$ cat config.mk
export PLATFORM = sky130hd
export DESIGN_NAME = bus_trig_unit
export DESIGN_NICKNAME = d
export VERILOG_FILES = /design/src/rtl/trig_pkg.sv /design/src/rtl/trig_datapath.sv /design/src/rtl/trig_control.sv /design/src/rtl/bus_trig_unit.sv
export SDC_FILE = /design/constraint.sdc
export NUM_CORES = 1
export LEC_CHECK = 0
export ABC_AREA = 1
export ABC_CLOCK_PERIOD_IN_PS = 4290
export BUFFER_PORTS_ARGS = -buffer_cell sky130_fd_sc_hd__buf_2
export CORE_MARGIN = 2
export CORE_UTILIZATION = 45
export CTS_CLUSTER_SIZE = 20
export DETAILED_ROUTE_END_ITERATION = 16
export GPL_TIMING_DRIVEN = 0
export PLACE_DENSITY_LB_ADDON = 0.3
export SETUP_SLACK_MARGIN = 0.3
export SLEW_MARGIN = 20
export SYNTH_ARGS = -nofsm -noshare
export SYNTH_HDL_FRONTEND = slang
export SYNTH_SLANG_ARGS = --single-unit
$ cat constraint.sdc
create_clock -name clk -period 4.29 [get_ports clk]
set_input_delay 0.6435 -clock clk [delete_from_list [all_inputs] [get_ports clk]]
set_output_delay 0.6435 -clock clk [all_outputs]
set_load 0.005 [all_outputs]
$ cat src/rtl/trig_pkg.sv
package trig_pkg;

  localparam logic [3:0] MODE_A_ONLY    = 4'd0;
  localparam logic [3:0] MODE_A_OR_B    = 4'd1;
  localparam logic [3:0] MODE_A_THEN_B  = 4'd2;
  localparam logic [3:0] MODE_EVT_B     = 4'd3;
  localparam logic [3:0] MODE_A_EVT_B   = 4'd4;
  localparam logic [3:0] MODE_A_DATA_EQ = 4'd5;
  localparam logic [3:0] MODE_A_DATA_NE = 4'd6;
  localparam logic [3:0] MODE_IN_RANGE  = 4'd7;
  localparam logic [3:0] MODE_OUT_RANGE = 4'd8;

  // strobes from control to datapath
  typedef struct packed {
    logic       armed;
    logic       clrRun;
    logic       tagSel;
    logic [3:0] mode;
  } ctlStrobe_t;

endpackage

$ cat src/rtl/trig_datapath.sv
module trig_datapath
  import trig_pkg::*;
#(
  parameter int ADDR_W = 16,
  parameter int DATA_W = 8
) (
  input  logic              clk,
  input  logic              rstN,
  input  ctlStrobe_t        ctl,
  input  logic [ADDR_W-1:0] cmpA,
  input  logic [ADDR_W-1:0] cmpB,
  input  logic              busValid,
  input  logic [ADDR_W-1:0] busAddr,
  input  logic [DATA_W-1:0] busData,
  input  logic              busFetch,
  input  logic              execValid,
  input  logic [ADDR_W-1:0] execAddr,
  input  logic              flush,
  output logic              fire
);

  logic              aHit, bHit, dHit, inRange, seqMode;
  logic              seqSeen;
  logic              modeEvent;
  logic              pendValid;
  logic [ADDR_W-1:0] pendAddr;
  logic              record, confirm;

  assign aHit    = (busAddr == cmpA);
  assign bHit    = (busAddr == cmpB);
  assign dHit    = (busData == cmpB[DATA_W-1:0]);
  assign inRange = (busAddr >= cmpA) && (busAddr <= cmpB);
  assign seqMode = (ctl.mode == MODE_A_THEN_B) || (ctl.mode == MODE_A_EVT_B);

  always_comb begin
    case (ctl.mode)
      MODE_A_ONLY:    modeEvent = aHit;
      MODE_A_OR_B:    modeEvent = aHit | bHit;
      MODE_A_THEN_B:  modeEvent = seqSeen & bHit;
      MODE_EVT_B:     modeEvent = bHit;
      MODE_A_EVT_B:   modeEvent = seqSeen & bHit;
      MODE_A_DATA_EQ: modeEvent = aHit & dHit;
      MODE_A_DATA_NE: modeEvent = aHit & ~dHit;
      MODE_IN_RANGE:  modeEvent = inRange;
      MODE_OUT_RANGE: modeEvent = ~inRange;
      default:        modeEvent = 1'b0;
    endcase
  end

  // sequential A-seen flag
  always_ff @(posedge clk or negedge rstN) begin
    if (!rstN)                                          seqSeen <= 1'b0;
    else if (ctl.clrRun)                                seqSeen <= 1'b0;
    else if (ctl.armed && busValid && aHit && seqMode)  seqSeen <= 1'b1;
  end

  // tag tracking: newest matching fetch waits for execute confirmation
  assign record  = ctl.armed && ctl.tagSel && busValid && busFetch && modeEvent;
  assign confirm = pendValid && execValid && (execAddr == pendAddr) && !flush;

  always_ff @(posedge clk or negedge rstN) begin
    if (!rstN) begin
      pendValid <= 1'b0;
      pendAddr  <= '0;
    end else if (ctl.clrRun) begin
      pendValid <= 1'b0;
    end else if (record) begin
      pendValid <= 1'b1;
      pendAddr  <= busAddr;
    end else if (flush || confirm) begin
      pendValid <= 1'b0;
    end
  end

  always_comb begin
    if (!ctl.armed)     fire = 1'b0;
    else if (ctl.tagSel) fire = confirm;
    else                fire = busValid && modeEvent;
  end

endmodule

$ cat src/rtl/trig_control.sv
module trig_control
  import trig_pkg::*;
#(
  parameter int STORE_DEPTH = 8
) (
  input  logic       clk,
  input  logic       rstN,
  input  logic       trigWrEn,
  input  logic [7:0] trigWrData,
  output logic [7:0] trigRdData,
  input  logic       armWrEn,
  input  logic       armWrData,
  input  logic       busValid,
  input  logic       fire,
  output ctlStrobe_t ctl,
  output logic       storeEn,
  output logic       statTrig,
  output logic       statDone,
  output logic       statArmed
);

  localparam int CNT_W = (STORE_DEPTH > 1) ? $clog2(STORE_DEPTH) : 1;
  localparam logic [CNT_W-1:0] LAST_CNT = CNT_W'(STORE_DEPTH - 1);

  logic             armReg, tagReg, beginReg;
  logic [3:0]       modeReg;
  logic             trigd, done;
  logic [CNT_W-1:0] storeCnt;
  logic             clrRun, isEvent;

  assign clrRun  = armWrEn && armWrData && !armReg;
  assign isEvent = (modeReg == MODE_EVT_B) || (modeReg == MODE_A_EVT_B);

  always_ff @(posedge clk or negedge rstN) begin
    if (!rstN) begin
      armReg   <= 1'b0;
      tagReg   <= 1'b0;
      beginReg <= 1'b0;
      modeReg  <= '0;
    end else begin
      if (armWrEn) armReg <= armWrData;
      if (trigWrEn && !armReg) begin
        tagReg   <= trigWrData[7];
        beginReg <= trigWrData[6];
        modeReg  <= trigWrData[3:0];
      end
    end
  end

  always_comb begin
    if (!armReg)       storeEn = 1'b0;
    else if (isEvent)  storeEn = fire;
    else if (beginReg) storeEn = busValid && trigd && !done;
    else               storeEn = busValid && !trigd;
  end

  always_ff @(posedge clk or negedge rstN) begin
    if (!rstN) begin
      trigd    <= 1'b0;
      done     <= 1'b0;
      storeCnt <= '0;
    end else if (clrRun) begin
      trigd    <= 1'b0;
      done     <= 1'b0;
      storeCnt <= '0;
    end else if (armReg) begin
      if (isEvent) begin
        if (fire) trigd <= 1'b1;
      end else if (!trigd) begin
        if (fire) begin
          trigd <= 1'b1;
          if (!beginReg) done <= 1'b1;
        end
      end else if (storeEn && beginReg) begin
        storeCnt <= storeCnt + 1'b1;
        if (storeCnt == LAST_CNT) done <= 1'b1;
      end
    end
  end

  assign ctl.armed  = armReg;
  assign ctl.clrRun = clrRun;
  assign ctl.tagSel = tagReg;
  assign ctl.mode   = modeReg;

  assign trigRdData = {tagReg, beginReg, 2'b00, modeReg};
  assign statTrig   = trigd;
  assign statDone   = done;
  assign statArmed  = armReg;

endmodule

$ cat src/rtl/bus_trig_unit.sv
module bus_trig_unit
  import trig_pkg::*;
#(
  parameter int ADDR_W      = 16,
  parameter int DATA_W      = 8,
  parameter int STORE_DEPTH = 8
) (
  input  logic              clk,
  input  logic              rstN,
  input  logic              trigWrEn,
  input  logic [7:0]        trigWrData,
  output logic [7:0]        trigRdData,
  input  logic              armWrEn,
  input  logic              armWrData,
  input  logic [ADDR_W-1:0] cmpA,
  input  logic [ADDR_W-1:0] cmpB,
  input  logic              busValid,
  input  logic [ADDR_W-1:0] busAddr,
  input  logic [DATA_W-1:0] busData,
  input  logic              busFetch,
  input  logic              execValid,
  input  logic [ADDR_W-1:0] execAddr,
  input  logic              flush,
  output logic              storeEn,
  output logic              statTrig,
  output logic              statDone,
  output logic              statArmed
);

  ctlStrobe_t ctl;
  logic       fire;

  trig_control #(.STORE_DEPTH(STORE_DEPTH)) u_ctl (
    .clk(clk), .rstN(rstN),
    .trigWrEn(trigWrEn), .trigWrData(trigWrData), .trigRdData(trigRdData),
    .armWrEn(armWrEn), .armWrData(armWrData),
    .busValid(busValid), .fire(fire), .ctl(ctl),
    .storeEn(storeEn), .statTrig(statTrig), .statDone(statDone),
    .statArmed(statArmed)
  );

  trig_datapath #(.ADDR_W(ADDR_W), .DATA_W(DATA_W)) u_dp (
    .clk(clk), .rstN(rstN), .ctl(ctl),
    .cmpA(cmpA), .cmpB(cmpB),
    .busValid(busValid), .busAddr(busAddr), .busData(busData),
    .busFetch(busFetch), .execValid(execValid), .execAddr(execAddr),
    .flush(flush), .fire(fire)
  );

endmodule

==> results.cfg, run 1 <==
[global_routing]
grt_overflow = 0
grt_max_degree = 31
antenna_found_initial = 0
track_usage = 0.1954
grt_pass1_vias = 2452
grt_pass1_wl_um = 9970

[drt]
vias = 2619
firstDrtPassIters = 4
totalWireLength_um = 6085
drc = 0
wl_per_cell_um = 11.10
viasPerCell = 4.779
dr.first_iter.drc_count = 91
met3_length_um = 385
top_layer = met4
wl_met2_um = 2976
drtAntennaViolNets = 0
wl_met1_um = 2662

[synthesis]
netlist_instances = 368
synth_fa_ha_area_frac = 0.1593
ys_async_sr_fraction = 1.000
synthSimpleGateAreaFrac = 0.2543
avgSynthCellArea_um2 = 7.259
ys_types = 32
synthFlopType = dfrtp_1
synth-xor-area-share = 0.03607
synth_compound_area_frac = 0.1016
ys_warn_count = 0
synth-edff-count = 0
synth.cell_area_um2 = 2671
synth_top_family_by_area = simple AND/OR/NAND/NOR gates
synth-seq-cells = 30
synth_mux_area_frac = 0.05480
seq_area_frac_synth = 0.2810

[power_and_ir_drop]
finalPower_w = 0.0008844
max-vdd-ir-drop_mv = 0.1133
power.leakage_nw = 1.990
p_per_area_nw_per_um2 = 264.7

[placement]
place_worst_setup_slack_ps = 1197
place_congestion = 0.8071
portBuffers = 96
dp_cells = 540
dp_hpwl_um = 5238

[timing]
setup_viol = 0
tightest_slew_ps = 673.6
max-slew-margin-rel = 0.5509
hold_violations = 0
drv_slew = 0
rsz0062_at_grt = false
fin_skew_ps = 4.202
layout_setup_ws_ps = 1210
fin_setup_tns_ps = 0
post-route-min-period_ps = 3080
fin_crit_sh = 0.7180
clock.fmax_mhz = 324.7

[worst_setup_path]
critPathLaunchType = input pin
crit_slowest_cell = ha_1
cp_num_buf_inv = 4
cp_top_family = simple AND/OR/NAND/NOR gates
end_kind = output port
slowest_delay_ps = 290
worstPathCellList = buf_2, ha_1, nand2_1, nor2_1, nand2_1, inv_2, nand3_2, inv_2, nor2_1, nand2_1, nand3_1, nand3_2, nand2_2, nand2_2, nand2_2, a21boi_4, buf_2
critPathMaxFanout = 4
crit_type = input pin to output port
cp_num_cells = 17
rr_worst_depth = 11
arrival_ps = 2440
worstPathRequired_ps = 3650

[cts]
cts_resized = 0
hold_buffers = 0
root_buffer = clkbuf_8
cts_buffers = 5
post_cts_buffers = 0
cts_buffer_depth = 2
path_clk_slew_ps = 60
cts_tree = done
cts.sinks = 30
clock_latency_ps = 280
htreeDepth = 2

[layout]
n_antenna_cell = 0
synthToLayoutAreaGrowth_pct = 25.06
fin_nets = 595
seqCellArea_um2 = 750.7
multi_input_area_um2 = 1627
final_common_cell = buf_2
final_cells = 548
mostFrequentLayoutCells = buf_2 (97), nand2_1 (89), inv_1 (57)
n_fill_cell = 593
drive_above_1_share = 0.2833
utilization = 0.5744

[floorplan]
dieArea_um2 = 6568
core-area_um2 = 5816
rows = 28
die_w_um = 81.05
dieHeight_um = 81.05
start_util = 0.4593
boundaryPins = 101

[status]
outcome = completed

[worst_hold_path]
min_path_type = input pin to async pin

[flow_run]
drv_cap = 0
==> area by class of cell <==
class / count / share of cell area
buffer: 7 / 0.01386
tap: 75 / 0.02809
inverter: 67 / 0.07528
sequential: 30 / 0.2247
timing repair buffer: 96 / 0.1438
clock inverter: 1 / 0.001498
multi-input combinational: 265 / 0.4869
clock buffer: 7 / 0.02584
==> logic make-up after synthesis <==
| logic type | Yosys count |
|---|---|
| adder cells (fa/ha/maj) | 34 |
| other | 1 |
| buffers and inverters | 74 |
| multiplexers | 13 |
| AO/OA/AOI/OAI | 48 |
| flip-flops | 30 |
| XOR/XNOR | 11 |
| AND/OR/NAND/NOR | 157 |
==> worst reg2reg max path, delay by kind of cell (launching register included) <==
kind | cells | cell delay [ps]
AND/OR/NAND/NOR | 8 | 1070
flip-flops | 1 | 390
XOR/XNOR | 1 | 160
AO/OA/AOI/OAI | 2 | 400
==> per-stage QoR <==
step,cell area (um^2),hold WS [ps]
after floorplan,2675,347.9
after global placement,3249,457.0
after detailed placement,3249,478.9
after CTS,3341,411.2
after global routing,3341,435.3
final,3341,388.6
==> registers in the layout (all words and copies together), names as in the netlist <==
name / count
u_ctl.beginReg: 1
u_ctl.modeReg: 4
u_ctl.statArmed: 1
u_ctl.statDone: 1
u_ctl.statTrig: 1
u_ctl.storeCnt: 3
u_ctl.tagReg: 1
u_dp.pendAddr: 16
u_dp.pendValid: 1
u_dp.seqSeen: 1
==> where the power goes <==
group	total, W	internal, W	leakage (nW)	switching [W]
Sequential	0.000367	0.000328	0.378	0.0000395
Combinational	0.000283	0.000131	1.56	0.000151
Clock	0.000234	0.000129	0.0482	0.000105
==> final timing paths <==
check | slack, ps | from | to
setup / recovery | 1210 | busAddr[15] | storeEn
hold reg to reg | 490 | u_ctl.storeCnt[1] | u_ctl.storeCnt[1]
hold / removal | 390 | rstN | u_ctl.modeReg[1]
min in group clk | 490 | u_ctl.storeCnt[1] | u_ctl.storeCnt[1]
max in group asynchronous | 3450 | rstN | u_dp.pendAddr[5]
setup reg to reg | 2170 | u_dp.pendAddr[8] | u_ctl.storeCnt[1]
==> per-layer routing <==
layer,vias up,track usage
li1,1381,-
met1,1148,0.2335
met2,84,0.3488
met3,6,0.04000
met4,0,0.06441
met5,-,0
==> synthesized netlist by cell type, types with 2 or more instances <==
cell type  count  area [um^2]
inv_2         10        37.54
xor2_1         6        52.55
nor3_1         5        25.02
o2111ai_1      2        17.52
mux2_1        12        135.1
nor2_2         2        12.51
o22ai_1        2        12.51
a21oi_1       27        135.1
nand4_1        6        37.54
o21a_1         2        15.01
inv_1         57        214.0
ha_1          34        425.4
xnor2_1        5        43.79
o21ai_0        7        35.03
nor2_1        32        120.1
nand3_1       10        50.05
buf_4          5        37.54
nand2_1       89        334.1
o21ai_1        6        30.03
nand2_2        7        43.79
dfrtp_1       30        750.7
nand3_2        2        20.02
Note: power is estimated with default switching activity, not from simulation.
==> run 2: changes to the inputs <==
- ABC_CLOCK_PERIOD_IN_PS: 4290 -> 3200
- clock period: 4.29 -> 3.2 ns (I/O delays scaled with it)
==> run 2 against run 1 <==
- register-to-register slack worse by 1200 ps
- via count up 0.46%
- critical path depth unchanged
- sequential share of layout area down 0.57 points
- worst setup slack worse by 760 ps
- utilization up 1.5 points
- clock power up 34%
- design area up 2.6%
- flip-flop and latch count unchanged
- final cell count up 0.73%
- non-clock buffer count up 4
- clock-buffer cell count unchanged
==> results.cfg, run 2 (synthesized netlist as in run 1, its figures left out) <==
[global_routing]
grt_max_degree = 31
grt_overflow = 0
track_usage = 0.1954
grt_pass1_vias = 2452
grt_pass1_wl_um = 9970
antenna_found_initial = 0

[worst_setup_path]
timing.rr.start = u_ctl.modeReg[0]
worstPathRequired_ps = 2720
critPathMaxFanout = 3
r2r_end = u_dp.pendAddr[3]
crit_start = busAddr[13]
rr_worst_depth = 13
crit_type = input pin to output port
end_kind = output port
crit_end = storeEn
rrSetupSlack_ps = 950
critPathLaunchType = input pin
arrival_ps = 2270

[layout]
finish.instance_area_um2 = 3428
mostFrequentLayoutCells = buf_2 (97), nand2_1 (87), inv_1 (56)
largest_reg_flops = 16
n_fill_cell = 575
largestRegisters = u_dp.pendAddr x16, u_ctl.modeReg x4, u_ctl.storeCnt x3
fin_nets = 599
n_antenna_cell = 0
utilization = 0.5895
synthToLayoutAreaGrowth_pct = 28.34
final_common_cell = buf_2
top_register = u_dp.pendAddr
drive_above_1_share = 0.3082

[cts]
cts.sinks = 30
root_buffer = clkbuf_8
cts_tree = done
path_clk_slew_ps = 60
htreeDepth = 2
clock_latency_ps = 280
cts_buffer_depth = 2
hold_buffers = 0
cts_buffers = 5

[timing]
setup_viol = 0
hold_violations = 0
drv_slew = 0
worst_hold_slack_ps = 228.2
fin_skew_ps = 2.108
post-route-min-period_ps = 2752
clock.fmax_mhz = 363.4
tightest_slew_ps = 673.0
max-slew-margin-rel = 0.5514
fin_setup_tns_ps = 0
rsz0062_at_grt = false
fin_crit_sh = 0.8600

[status]
outcome = completed

[placement]
dp_hpwl_um = 5238
place_congestion = 0.8071
portBuffers = 96
dpl-instance-area_um2 = 3249

[floorplan]
rows = 28
core-area_um2 = 5816
boundaryPins = 101
die_w_um = 81.05
dieHeight_um = 81.05
start_util = 0.4593
dieArea_um2 = 6568

[drt]
wl_met1_um = 2704
wl_per_cell_um = 11.21
totalWireLength_um = 6189
top_layer = met4
dr.first_iter.drc_count = 104
vias = 2631
met3_length_um = 375
drc = 0
viasPerCell = 4.766
drtAntennaViolNets = 0
firstDrtPassIters = 4
wl_met2_um = 3048

[power_and_ir_drop]
finalPower_w = 0.001202
p_per_area_nw_per_um2 = 350.6
power.leakage_nw = 2.013
max-vdd-ir-drop_mv = 0.1525

[worst_hold_path]
min_path_type = input pin to async pin

[flow_run]
drv_cap = 0
run 2: worst min-delay path by stage:
stage                         to  slack [ps]  depth (start not counted)
2_1_floorplan     u_ctl.beginReg         180                          0
3_3_place_gp   u_ctl.storeCnt[1]         460                          2
3_5_place_dp   u_ctl.storeCnt[2]         480                          2
4_1_cts         u_ctl.modeReg[2]         250                          1
5_1_grt         u_ctl.modeReg[3]         270                          1
6_report        u_ctl.modeReg[2]         230                          1
run 2: layer usage:
metal  vias up  GRT usage
met3         7    0.04000
met2        72     0.3488
met1      1159     0.2335
met5         -          0
met4         0    0.06441
li1       1393          -
run 2: final cells by class:
class | instances | area (um^2) | area share
flip-flops and latches | 30 | 750.7 | 0.2190
clock inverters | 1 | 5.005 | 0.001460
clock buffers | 7 | 86.33 | 0.02518
repair buffers | 100 | 510.5 | 0.1489
well taps | 75 | 93.84 | 0.02737
plain buffers | 7 | 46.29 | 0.01350
inverters | 67 | 251.5 | 0.07336
multi-input cells | 265 | 1684 | 0.4912
run 2: where the power goes:
group,total [W],leakage (nW),switching [W],internal [W]
Clock,0.000314,0.0482,0.000141,0.000173
Sequential,0.000493,0.378,0.0000534,0.000440
Combinational,0.000395,1.59,0.000209,0.000186
Total,0.00120,2.01,0.000403,0.000799
run 2: timing repair:
action | 4_1_cts | 5_1_grt
resized for setup | 0 | 10
buffers inserted | 0 | 4
endpoints found under the hold margin | 0 | 0
setup endpoints to repair | 0 | 1
run 2: worst max-delay path, cell delays in order:
cell      delay, ps
buf_2           130
ha_4            270
nand2_1          60
nor2_2          130
nand2_2         100
nor2_4          140
nand3_2          70
nand2_2          70
nand2_1          40
nor2_1          100
nor2_1           60
nand3_2          90
nand2_2          50
nand2_2          80
nand2_4          60
a21boi_4        190
buf_2           140
run 2: metrics by stage:
step           setup WS [ps]  cells
2_1_floorplan          878.0    369
3_3_place_gp           463.5    540
3_5_place_dp           434.3    540
4_1_cts                428.3    548
5_1_grt                282.3    552
6_report               447.8    552
==> run 3: changes to the inputs <==
- ABC_CLOCK_PERIOD_IN_PS: 3200 -> 2750
- CELL_PAD_IN_SITES_DETAIL_PLACEMENT: not set -> 1
- CELL_PAD_IN_SITES_GLOBAL_PLACEMENT: not set -> 1
- CORE_UTILIZATION: 45 -> 35
- clock period: 3.2 -> 2.75 ns (I/O delays scaled with it)
==> run 3 against run 2 <==
- first-iteration DRC count down 71%
- die area up 27%
- worst setup slack worse by 180 ps
- clock-buffer cell count up 1
- clock skew up 4.8 ps
- utilization down 1.7 points
- flip-flop and latch count unchanged
- sequential power up 17%
- worst hold slack worse by 62 ps
- combinational power up 65%
- non-clock buffer count up 8
==> results.cfg, run 3 (synthesized netlist as in run 1, its figures left out) <==
[worst_setup_path]
worstPathCellList = buf_6, inv_2, ha_4, nand2_4, nor2_4, buf_4, buf_4, a21oi_4, nand2_2, nand2_2, nand3_2, nand3_2, nand2_2, nand2_4, nand2_4, a21boi_4, buf_2
rrSetupSlack_ps = 540
r2r_end = u_ctl.storeCnt[1]
critPathLaunchType = input pin
timing.rr.start = u_ctl.modeReg[1]
slowest_delay_ps = 210
crit_slowest_cell = ha_4
crit_type = input pin to output port
cp_top_family = simple AND/OR/NAND/NOR gates
critPathMaxFanout = 3
worstPathRequired_ps = 2340
arrival_ps = 2070
cp_num_buf_inv = 5
rr_worst_depth = 20
cp_num_cells = 17
end_kind = output port

[placement]
dp_hpwl_um = 6303
portBuffers = 96
place_congestion = 0.8104

[drt]
totalWireLength_um = 8959
drc = 0
dr.first_iter.drc_count = 30
wl_per_cell_um = 15.34
drtAntennaViolNets = 0
vias = 2855
viasPerCell = 4.889
firstDrtPassIters = 4

[global_routing]
grt_use_met1 = 0.2348
grt_pass1_vias = 3198
grt_pass1_wl_um = 14520
grt_max_degree = 31
track_usage = 0.2156
grt-busiest-layer = met2
antenna_found_initial = 0
use_met2 = 0.4290
grt_overflow = 0
grt_use_met3 = 0.03237

[layout]
top_register = u_dp.pendAddr
mostFrequentLayoutCells = buf_2 (72), nand2_1 (69), inv_1 (35)
utilization = 0.5730
n_antenna_cell = 0
drive_above_1_share = 0.5031
n_fill_cell = 909
largestRegisters = u_dp.pendAddr x16, u_ctl.modeReg x4, u_ctl.storeCnt x3
largest_reg_flops = 16
final_common_cell = buf_2
synthToLayoutAreaGrowth_pct = 57.24
fin_nets = 607

[floorplan]
core-area_um2 = 7331
dieHeight_um = 91.37
dieArea_um2 = 8348
die_w_um = 91.37
start_util = 0.3644
boundaryPins = 101
rows = 31

[power_and_ir_drop]
p_per_area_nw_per_um2 = 396.2
max-vdd-ir-drop_mv = 0.1691
power.leakage_nw = 2.154

[timing]
rsz0062_at_grt = true
setup_viol = 0
drv_slew = 0
max-slew-margin-rel = 0.5272
fin_skew_ps = 6.916
tightest_slew_ps = 709.2
fin_crit_sh = 0.9035
clock.fmax_mhz = 402.5
fin_setup_tns_ps = 0
hold_violations = 0
post-route-min-period_ps = 2485

[worst_hold_path]
min_path_type = input pin to async pin

[cts]
cts.sinks = 30
htreeDepth = 2
clock_latency_ps = 290
cts_tree = done
cts_buffers = 5
cts_buffer_depth = 2
path_clk_slew_ps = 70
root_buffer = clkbuf_8

[flow_run]
drv_cap = 0

[status]
outcome = completed
-- run 3: cell types whose count changed in the layout (fill, tap and decap cells not counted), moves of 18 or more --
cell / before / now
inv_2: 11 / 32
nand2_1: 87 / 69
buf_2: 97 / 72
inv_1: 56 / 35
ha_4: 3 / 27
ha_1: 31 / 7
-- run 3: through the flow --
step | total power, W | hold slack, ps | instances | cell area, um^2 | worst slack (ps)
after global placement | 0.001017 | 457.3 | 564 | 3279 | 84.50
final | 0.001664 | 166.2 | 584 | 4200 | 265.3
after global routing | 0.001772 | 214.3 | 584 | 4200 | 147.2
after detailed placement | 0.001044 | 469.7 | 564 | 3279 | 43.44
after CTS | 0.001576 | 190.9 | 580 | 3892 | 224.1
after floorplan | 0.0008482 | 116.9 | 369 | 2675 | 563.0
-- run 3: worst max path at each step --
stage                start  endpoint  slack (ps)
6_report          cmpB[13]   storeEn         270
5_1_grt            cmpB[6]   storeEn         150
4_1_cts        busAddr[13]   storeEn         220
3_5_place_dp   busAddr[15]   storeEn          40
3_3_place_gp   busAddr[15]   storeEn          80
2_1_floorplan     cmpA[15]   storeEn         560
-- run 3: report_power, final --
group | switching, W | leakage, nW | total [W] | internal, W
registers | 0.0000658 | 0.376 | 0.000578 | 0.000512
logic | 0.000337 | 1.72 | 0.000651 | 0.000314
clock network | 0.000183 | 0.0575 | 0.000436 | 0.000253
total | 0.000586 | 2.15 | 0.00166 | 0.00108
-- run 3: repair_timing --
item | in CTS | in global routing
hold buffers | 0 | 0
gates resized for setup | 89 | 67
hold endpoints to repair | 0 | 0
pin swaps | 35 | 40
endpoints found under the setup margin | 1 | 5
buffers inserted | 8 | 4
-- run 3: layout make-up --
| class | instances | area, um^2 | area share |
|---|---|---|---|
| Buffer | 7 | 46.29 | 0.01102 |
| Clock buffer | 8 | 110.1 | 0.02621 |
| Inverter | 67 | 251.5 | 0.05987 |
| Multi-Input combinational cell | 265 | 2200 | 0.5237 |
| Sequential cell | 30 | 753.2 | 0.1793 |
| Tap cell | 99 | 123.9 | 0.02949 |
| Timing Repair Buffer | 108 | 715.7 | 0.1704 |
-- run 3: metal layers --
| metal | routed length (um) | share of wire |
|---|---|---|
| met4 | 127 | 0.014 |
| met3 | 388 | 0.043 |
| met1 | 3476 | 0.39 |
| met2 | 4966 | 0.55 |
| met5 | 0 | 0 |
